==> src/rtl/psram_pwr_pkg.sv <==
package psram_pwr_pkg;

   typedef enum logic [2:0] {
      ST_PWRUP  = 3'd0,
      ST_INIT   = 3'd1,
      ST_STBY   = 3'd2,
      ST_ACTIVE = 3'd3,
      ST_SLEEP  = 3'd4,
      ST_DEEP   = 3'd5,
      ST_RECOV  = 3'd6
   } pstate_t;

   localparam int unsigned MR_PAGE_BIT = 7;
   localparam int unsigned MR_DEEP_BIT = 4;

   // fixed-pattern part of the low address byte of a register write
   function automatic logic mr_low_ok(input logic [7:0] a);
      return (a[6:5] == 2'b11) && (a[3:0] == 4'd0);
   endfunction

endpackage

==> src/rtl/psram_cyc_timer.sv <==
module psram_cyc_timer #(
   parameter int unsigned WIDTH = 16
) (
   input  logic             clk,
   input  logic             rst_n,
   input  logic             clr,
   output logic [WIDTH-1:0] cnt
);
   if (WIDTH < 2) begin : g_bad_width
      $error("psram_cyc_timer: WIDTH must be at least 2");
   end

   // saturating cycle counter
   always_ff @(posedge clk or negedge rst_n) begin
      if (!rst_n)          cnt <= '0;
      else if (clr)        cnt <= '0;
      else if (cnt != '1)  cnt <= cnt + 1'b1;
   end

   AST_TMR_CLEAR: assert property (@(posedge clk) disable iff (!rst_n)
      clr |=> (cnt == '0));
endmodule

==> src/rtl/psram_mode_reg.sv <==
module psram_mode_reg
   import psram_pwr_pkg::*;
#(
   parameter int unsigned ADDR_W = 22
) (
   input  logic              clk,
   input  logic              rst_n,
   input  logic              cap_en,
   input  logic              cs_n,
   input  logic              we_n,
   input  logic              ub_n,
   input  logic              lb_n,
   input  logic [ADDR_W-1:0] addr,
   input  logic              apply,
   input  logic              restore,
   output logic              page_en,
   output logic              deep_armed,
   output logic              mode_err,
   output logic              wr_accept
);
   if (ADDR_W < 8) begin : g_bad_addr
      $error("psram_mode_reg: ADDR_W must be at least 8");
   end

   logic hi_ok, addr_ok, wr_cond, wr_q, wr_start, wr_reject;
   logic pend_v, pend_page, pend_dis, deep_dis;

   // upper address bits must be zero when the bus is wider than a byte
   if (ADDR_W > 8) begin : g_hi
      assign hi_ok = ~|addr[ADDR_W-1:8];
   end else begin : g_nohi
      assign hi_ok = 1'b1;
   end

   assign addr_ok   = hi_ok && mr_low_ok(addr[7:0]);
   assign wr_cond   = cap_en && !cs_n && !we_n && (!ub_n || !lb_n);
   assign wr_start  = wr_cond && !wr_q;
   assign wr_accept = wr_start && addr_ok;
   assign wr_reject = wr_start && !addr_ok;

   always_ff @(posedge clk or negedge rst_n) begin
      if (!rst_n) begin
         wr_q     <= 1'b0;
         mode_err <= 1'b0;
      end else begin
         wr_q     <= wr_cond;
         mode_err <= wr_reject;
      end
   end

   always_ff @(posedge clk or negedge rst_n) begin
      if (!rst_n) begin
         pend_v    <= 1'b0;
         pend_page <= 1'b0;
         pend_dis  <= 1'b1;
      end else if (apply || restore) begin
         pend_v    <= 1'b0;
      end else if (wr_accept) begin
         pend_v    <= 1'b1;
         pend_page <= addr[MR_PAGE_BIT];
         pend_dis  <= addr[MR_DEEP_BIT];
      end
   end

   always_ff @(posedge clk or negedge rst_n) begin
      if (!rst_n) begin
         page_en  <= 1'b0;
         deep_dis <= 1'b1;
      end else if (restore) begin
         page_en  <= 1'b0;
         deep_dis <= 1'b1;
      end else if (apply && pend_v) begin
         page_en  <= pend_page;
         deep_dis <= pend_dis;
      end
   end

   assign deep_armed = !deep_dis;

   AST_ERR_PULSE: assert property (@(posedge clk) disable iff (!rst_n)
      mode_err |=> !mode_err);
   AST_REG_HOLD: assert property (@(posedge clk) disable iff (!rst_n)
      (!apply && !restore) |=> ($stable(page_en) && $stable(deep_dis)));
   AST_RESTORE_DEFAULT: assert property (@(posedge clk) disable iff (!rst_n)
      restore |=> (!page_en && deep_dis));
endmodule

==> src/rtl/psram_pwr_fsm.sv <==
module psram_pwr_fsm
   import psram_pwr_pkg::*;
#(
   parameter int unsigned CYC_PER_US = 200,
   parameter int unsigned PWRUP_US   = 200,
   parameter int unsigned RECOV_US   = 200,
   parameter int unsigned ZZMIN_US   = 10,
   parameter int unsigned WIN_US     = 1
) (
   input  logic    clk,
   input  logic    rst_n,
   input  logic    cs_n,
   input  logic    ub_n,
   input  logic    lb_n,
   input  logic    zz_n,
   input  logic    deep_armed,
   input  logic    wr_accept,
   output pstate_t state,
   output logic    cap_en,
   output logic    apply,
   output logic    restore,
   output logic    access_ok,
   output logic    data_valid
);
   localparam int unsigned PW_CYC  = PWRUP_US * CYC_PER_US;
   localparam int unsigned RC_CYC  = RECOV_US * CYC_PER_US;
   localparam int unsigned ZZ_CYC  = ZZMIN_US * CYC_PER_US;
   localparam int unsigned WIN_CYC = WIN_US * CYC_PER_US;
   localparam int unsigned TMAX_A  = (PW_CYC > RC_CYC) ? PW_CYC : RC_CYC;
   localparam int unsigned TMAX    = (TMAX_A > ZZ_CYC) ? TMAX_A : ZZ_CYC;
   localparam int unsigned TW      = $clog2(TMAX + 2);

   if (CYC_PER_US < 1 || PWRUP_US < 1 || RECOV_US < 1 || WIN_US < 1) begin : g_bad_time
      $error("psram_pwr_fsm: all time parameters must be at least 1");
   end
   if (WIN_US >= ZZMIN_US) begin : g_bad_win
      $error("psram_pwr_fsm: WIN_US must be shorter than ZZMIN_US");
   end

   logic [TW-1:0] tmr;
   logic          tmr_clr, be_any, zz_lo, inh;
   pstate_t       nxt;

   psram_cyc_timer #(.WIDTH(TW)) u_tmr (
      .clk(clk), .rst_n(rst_n), .clr(tmr_clr), .cnt(tmr)
   );

   assign be_any = !ub_n || !lb_n;
   assign zz_lo  = !zz_n;

   always_comb begin
      nxt     = state;
      apply   = 1'b0;
      restore = 1'b0;
      case (state)
         ST_PWRUP:  if (cs_n && tmr == TW'(PW_CYC - 1)) nxt = ST_INIT;
         ST_INIT, ST_STBY: begin
            if (zz_lo)                  nxt = ST_SLEEP;
            else if (!cs_n && be_any)   nxt = ST_ACTIVE;
         end
         ST_ACTIVE: begin
            if (zz_lo)                  nxt = ST_SLEEP;
            else if (cs_n || !be_any)   nxt = ST_STBY;
         end
         ST_SLEEP: begin
            if (!zz_lo) begin
               nxt   = ST_STBY;
               apply = 1'b1;
            end else if (tmr == TW'(ZZ_CYC - 1) && deep_armed && !inh) begin
               nxt   = ST_DEEP;
            end
         end
         ST_DEEP: begin
            if (!zz_lo) begin
               nxt     = ST_RECOV;
               restore = 1'b1;
            end
         end
         ST_RECOV:  if (tmr == TW'(RC_CYC - 1)) nxt = ST_INIT;
         default:   nxt = ST_PWRUP;
      endcase
   end

   assign tmr_clr = (nxt != state) || (state == ST_PWRUP && !cs_n);
   assign cap_en  = zz_lo && (state == ST_INIT || state == ST_STBY ||
                              state == ST_ACTIVE || state == ST_SLEEP);

   always_ff @(posedge clk or negedge rst_n) begin
      if (!rst_n) begin
         state <= ST_PWRUP;
         inh   <= 1'b0;
      end else begin
         state <= nxt;
         if (state == ST_SLEEP) inh <= inh || (wr_accept && tmr < TW'(WIN_CYC));
         else                   inh <= wr_accept;
      end
   end

   assign access_ok  = (state == ST_INIT) || (state == ST_STBY) || (state == ST_ACTIVE);
   assign data_valid = !((state == ST_PWRUP) || (state == ST_DEEP) || (state == ST_RECOV));

   AST_ACT_ENTRY: assert property (@(posedge clk) disable iff (!rst_n)
      ((state == ST_INIT || state == ST_STBY) && zz_n && !cs_n && be_any)
      |=> (state == ST_ACTIVE));
   AST_ACT_EXIT: assert property (@(posedge clk) disable iff (!rst_n)
      (state == ST_ACTIVE && zz_n && (cs_n || (ub_n && lb_n))) |=> (state == ST_STBY));
   AST_SLEEP_ENTRY: assert property (@(posedge clk) disable iff (!rst_n)
      ((state == ST_INIT || state == ST_STBY || state == ST_ACTIVE) && !zz_n)
      |=> (state == ST_SLEEP));
   AST_DEEP_SOURCE: assert property (@(posedge clk) disable iff (!rst_n)
      (state == ST_DEEP && $past(state) != ST_DEEP)
      |-> ($past(state) == ST_SLEEP && $past(deep_armed)));
   AST_RECOV_SOURCE: assert property (@(posedge clk) disable iff (!rst_n)
      (state == ST_RECOV && $past(state) != ST_RECOV) |-> ($past(state) == ST_DEEP));
   AST_WAKE_RESTORES: assert property (@(posedge clk) disable iff (!rst_n)
      (state == ST_DEEP && zz_n) |=> (state == ST_RECOV && !deep_armed));
endmodule

==> src/rtl/psram_pwr_ctrl.sv <==
module psram_pwr_ctrl
   import psram_pwr_pkg::*;
#(
   parameter int unsigned ADDR_W     = 22,
   parameter int unsigned CYC_PER_US = 200,
   parameter int unsigned PWRUP_US   = 200,
   parameter int unsigned RECOV_US   = 200,
   parameter int unsigned ZZMIN_US   = 10,
   parameter int unsigned WIN_US     = 1
) (
   input  logic              clk,
   input  logic              rst_n,
   input  logic              cs_n,
   input  logic              ub_n,
   input  logic              lb_n,
   input  logic              we_n,
   input  logic              zz_n,
   input  logic [ADDR_W-1:0] addr,
   output logic [2:0]        state,
   output logic              data_valid,
   output logic              access_ok,
   output logic              page_mode,
   output logic              deep_armed,
   output logic              mode_err
);
   pstate_t st;
   logic    cap_en, apply, restore, wr_accept;

   psram_mode_reg #(.ADDR_W(ADDR_W)) u_mode (
      .clk(clk), .rst_n(rst_n), .cap_en(cap_en),
      .cs_n(cs_n), .we_n(we_n), .ub_n(ub_n), .lb_n(lb_n), .addr(addr),
      .apply(apply), .restore(restore),
      .page_en(page_mode), .deep_armed(deep_armed),
      .mode_err(mode_err), .wr_accept(wr_accept)
   );

   psram_pwr_fsm #(
      .CYC_PER_US(CYC_PER_US), .PWRUP_US(PWRUP_US), .RECOV_US(RECOV_US),
      .ZZMIN_US(ZZMIN_US), .WIN_US(WIN_US)
   ) u_fsm (
      .clk(clk), .rst_n(rst_n), .cs_n(cs_n), .ub_n(ub_n), .lb_n(lb_n),
      .zz_n(zz_n), .deep_armed(deep_armed), .wr_accept(wr_accept),
      .state(st), .cap_en(cap_en), .apply(apply), .restore(restore),
      .access_ok(access_ok), .data_valid(data_valid)
   );

   assign state = st;

   AST_ERR_NOT_APPLIED: assert property (@(posedge clk) disable iff (!rst_n)
      mode_err |-> (st == ST_SLEEP || $past(st) != ST_SLEEP || $past(zz_n) == 1'b0));
endmodule

==> config.mk <==
export PLATFORM = sky130hd
export DESIGN_NAME = psram_pwr_ctrl
export DESIGN_NICKNAME = d
export VERILOG_FILES = /design/src/rtl/psram_pwr_pkg.sv /design/src/rtl/psram_cyc_timer.sv /design/src/rtl/psram_mode_reg.sv /design/src/rtl/psram_pwr_fsm.sv /design/src/rtl/psram_pwr_ctrl.sv
export SDC_FILE = /design/constraint.sdc
export NUM_CORES = 1
export LEC_CHECK = 0
export BUFFER_PORTS_ARGS = -buffer_cell sky130_fd_sc_hd__buf_2
export CELL_PAD_IN_SITES_DETAIL_PLACEMENT = 0
export CELL_PAD_IN_SITES_GLOBAL_PLACEMENT = 1
export CORE_ASPECT_RATIO = 1.1
export CORE_MARGIN = 2
export CORE_UTILIZATION = 43
export CTS_CLUSTER_DIAMETER = 40
export CTS_CLUSTER_SIZE = 28
export DETAILED_ROUTE_END_ITERATION = 8
export GPL_TIMING_DRIVEN = 0
export PLACE_DENSITY_LB_ADDON = 0.25
export SYNTH_ARGS = -nofsm -noshare
export SYNTH_HDL_FRONTEND = slang
export SYNTH_SLANG_ARGS = --single-unit
==> constraint.sdc <==
create_clock -name clk -period 4 [get_ports clk]
set_input_delay 0.8 -clock clk [delete_from_list [all_inputs] [get_ports clk]]
set_output_delay 0.8 -clock clk [all_outputs]
set_load 0.02 [all_outputs]
==> impl_summary.log <==
INFO  metric max-vdd-ir-drop = 0.000237 V
INFO  metric io_buffers = 35
INFO  metric setup.worst_path.class = reg -> out
INFO  metric syn-mean-instance-area = 8.98 µm²
INFO  metric route.detailed.drc = 0
INFO  metric synth_area = between 1500 and 2000 µm²
INFO  metric worstPathBufferInverterCount = 3
INFO  metric routedWlPerCell = 14.3 µm
INFO  metric slew_violations = 0
INFO  metric path_clk_slew = 0.09 ns
INFO  metric detailedPlacementHpwl = ~3.0 mm
INFO  metric cpMaxStageDelayCell = dfrtp_1
INFO  metric max_freq = around 0.41 GHz
INFO  metric start_util = 45.3%
INFO  metric wl_met3 = 148 µm
INFO  metric drt_pass1_iterations = 4
INFO  metric yosys_register_bits = 27
INFO  metric critical-path-max-stage-delay = 0.37 ns
INFO  metric report.final.setup_viol = 0
INFO  metric area_growth = 17.0%
INFO  metric worst_setup_path_start_kind = flop
INFO  metric fin_setup_tns = 0 ns
INFO  metric fin_worst_skew = 0.00190 ns
INFO  metric core_area = 3680 µm²
INFO  metric power_per_cell_area = 411 nW/µm²
INFO  metric multiInputGateArea = 902 µm²
INFO  metric rsz0062_at_grt = no
INFO  metric cts_inserted_buffers = 3
INFO  metric num_rows = 23
INFO  metric detailroute.via_count = 1544
INFO  metric critical_path.cell_chain = buf_4, clkbuf_1, nor2_1, nor3_1, a21oi_1, buf_2
INFO  metric synthArstFlopShare = 100%
INFO  metric detail_route.wirelength.met1 = ~1.7 mm
INFO  metric largest_net_degree_at_the_start_of_global_routing = 28
INFO  metric drt_iter0_drc = around 120
INFO  metric final_nets = 256
INFO  metric die_w = about 63 µm
INFO  metric htree_levels = 1
INFO  metric synth.area.top_cells = dfrtp_1 (37%), nor2_1 (6.3%), nand3_1 (3.6%), nor4_1 (3.4%), dfstp_2 (3.1%)
INFO  metric clkSinkCount = 27
INFO  metric power.static_leakage = around 0.86 nW
INFO  metric tritoncts_clock_tree = done
INFO  metric die_height = 69.4 µm
INFO  metric holdCritPathClass = reg -> reg
INFO  metric synth.top_cells.by_count = nor2_1 (28), dfrtp_1 (25), nand2_1 (12), nand3_1 (12), nor4_1 (9)
INFO  metric grt_pass1_wl = 7.04 mm
INFO  metric number_of_antenna_violations_at_the_first_check_in_global_routing = 0
INFO  metric hold_bufs_inserted_after_cts = 0
INFO  metric worst_path_dominant_cell_family = buffers and inverters
INFO  metric crit_path_end_kind = primary output
INFO  metric synth_sequential_area_ratio = about two fifths
INFO  metric post-cts-setup-buffers = 0
INFO  metric top_signal_layer_used = met4
INFO  metric track_usage = 19.5%
INFO  metric gp_congestion = 0.917
INFO  metric synth_cells = 186
INFO  metric final_hold_viol_count = 0
INFO  metric report.power.total = 0.000803 W
INFO  metric timing.critical_path.fanout_max = 10
INFO  metric cts-root-to-sink-buffers = 2
INFO  metric vias_in_the_first_global_route = 1526
INFO  metric arrival = 1.61 ns
INFO  metric seq_area = 678 µm²
INFO  metric met2_wirelength = 2.07 mm
INFO  metric timing.final.crit_share = between 60% and 70%
INFO  metric cts_resized = 0
INFO  metric yosys_most_used_dff = dfrtp_1
INFO  metric grt-ovfl-total = 0
INFO  metric worst_slew_margin_rel = between 40 and 50%
INFO  metric n_antenna_cell = 0
INFO  metric fp.dieArea = ~4400 µm²
INFO  metric final.min_clock_period = 2.41 ns
INFO  metric antenna_violating_nets_post_route = 0
INFO  metric clock_tree.root_cell = clkbuf_8
INFO  metric ys.warnings.count = 0
INFO  metric result_of_the_run = complete, no violations
INFO  metric synth_edf_count = 0
INFO  metric worst-slew-pin-transition = 0.851 ns
INFO  metric number_of_violations_of_the_max_capacitance_limit = 0
INFO  metric synth_top_area_cell = dfrtp_1
INFO  metric critical_path_required = 3.20 ns
INFO  metric most_frequent_cell_after_synthesis = nor2_1
INFO  metric syn-num-nets = 216
INFO  metric clkLatencyLatePin = between 0.2 and 0.3 ns
INFO  metric fillerInstances = 372
INFO  metric final_layout_size_suffix_gt1_share = 25.8%
INFO  metric wirelength = 3.94 mm
INFO  metric avgViaCountPerCell = about 5.6
INFO  metric ioPinCount = 37
INFO  metric synthDistinctLibCells = 46
INFO  metric yosys_top_cell_area_share = 37.5%
==> path summary, 6_finish.rpt <==
check / startpoint / to / slack (ns) / depth (start not counted)
worst max-delay path: u_fsm.state[2]$_DFF_PN0_ / data_valid / 1.59 / 6
worst min-delay path: u_mode.wr_q$_DFF_PN0_ / u_mode.mode_err$_DFF_PN0_ / 0.48 / 1
worst max register to register: u_fsm.state[1]$_DFF_PN0_ / u_mode.pend_page$_DFFE_PN0P_ / 1.66 / 6
worst min register to register: u_mode.wr_q$_DFF_PN0_ / u_mode.mode_err$_DFF_PN0_ / 0.48 / 1
max in group asynchronous: rst_n / u_fsm.u_tmr.cnt[10]$_DFFE_PN0P_ / 3.09 / 1
min in group asynchronous: rst_n / u_mode.mode_err$_DFF_PN0_ / 0.52 / 1
==> per-layer routing <==
layer / vias up / GRT usage [%]
li1: 755 / -
met1: 746 / 25.1
met2: 39 / 34.0
met3: 4 / 2.76
met4: 0 / 4.83
met5: - / 0
==> logic make-up after synthesis <==
kind of cell | share of synthesized area, %
AND/OR/NAND/NOR | 30.6
AO/OA/AOI/OAI | 13.3
flip-flops | 40.6
buffers and inverters | 5.39
XOR/XNOR | 6.29
multiplexers | 2.55
adder cells (fa/ha/maj) | 1.35
==> cell type report <==
class / instances / share of cell area [%]
multi-input combinational: 143 / 46.2
sequential: 27 / 34.7
timing repair buffer: 35 / 8.96
buffer: 9 / 3.27
tap: 50 / 3.20
clock buffer: 3 / 2.11
inverter: 7 / 1.34
clock inverter: 1 / 0.256
==> where the power goes <==
part	switching (W)	internal (W)	total (W)
registers	0.0000191	0.000295	0.000314
clock network	0.0000864	0.0000699	0.000156
logic	0.000205	0.000127	0.000332
total	0.000311	0.000492	0.000803
==> state kept, by name, summed over array words and instances, names as in the netlist <==
signal            flops
u_fsm.inh             1
u_fsm.state           3
u_fsm.u_tmr.cnt      16
u_mode.deep_dis       1
u_mode.mode_err       1
u_mode.page_en        1
u_mode.pend_dis       1
u_mode.pend_page      1
u_mode.pend_v         1
u_mode.wr_q           1
==> stage by stage <==
stage	cell area [µm²]	worst slack (ns)	utilization [%]	instances	hold WS (ns)
global route	1950	1.44	53.1	275	0.499
global placement	1910	1.56	51.8	271	0.445
detailed placement	1910	1.46	51.8	271	0.459
CTS	1950	1.60	53.1	275	0.477
floorplan	1670	1.75	-	186	0.431
finish	1950	1.59	53.1	275	0.483
==> placed cells by master (no fill, tap or decap), drive strengths merged, types with 3 or more instances in the layout <==
cell type	instances
nor2	28
nand3	13
nand4	7
and3	5
xnor2	6
a31oi	3
a21oi	8
nor3	8
nor4b	3
buf	43
dfrtp	25
nor2b	3
xor2	6
o21ai	4
nor4	10
nand2	12
inv	7
clkbuf	4
Power figures use the tool's default switching activity.
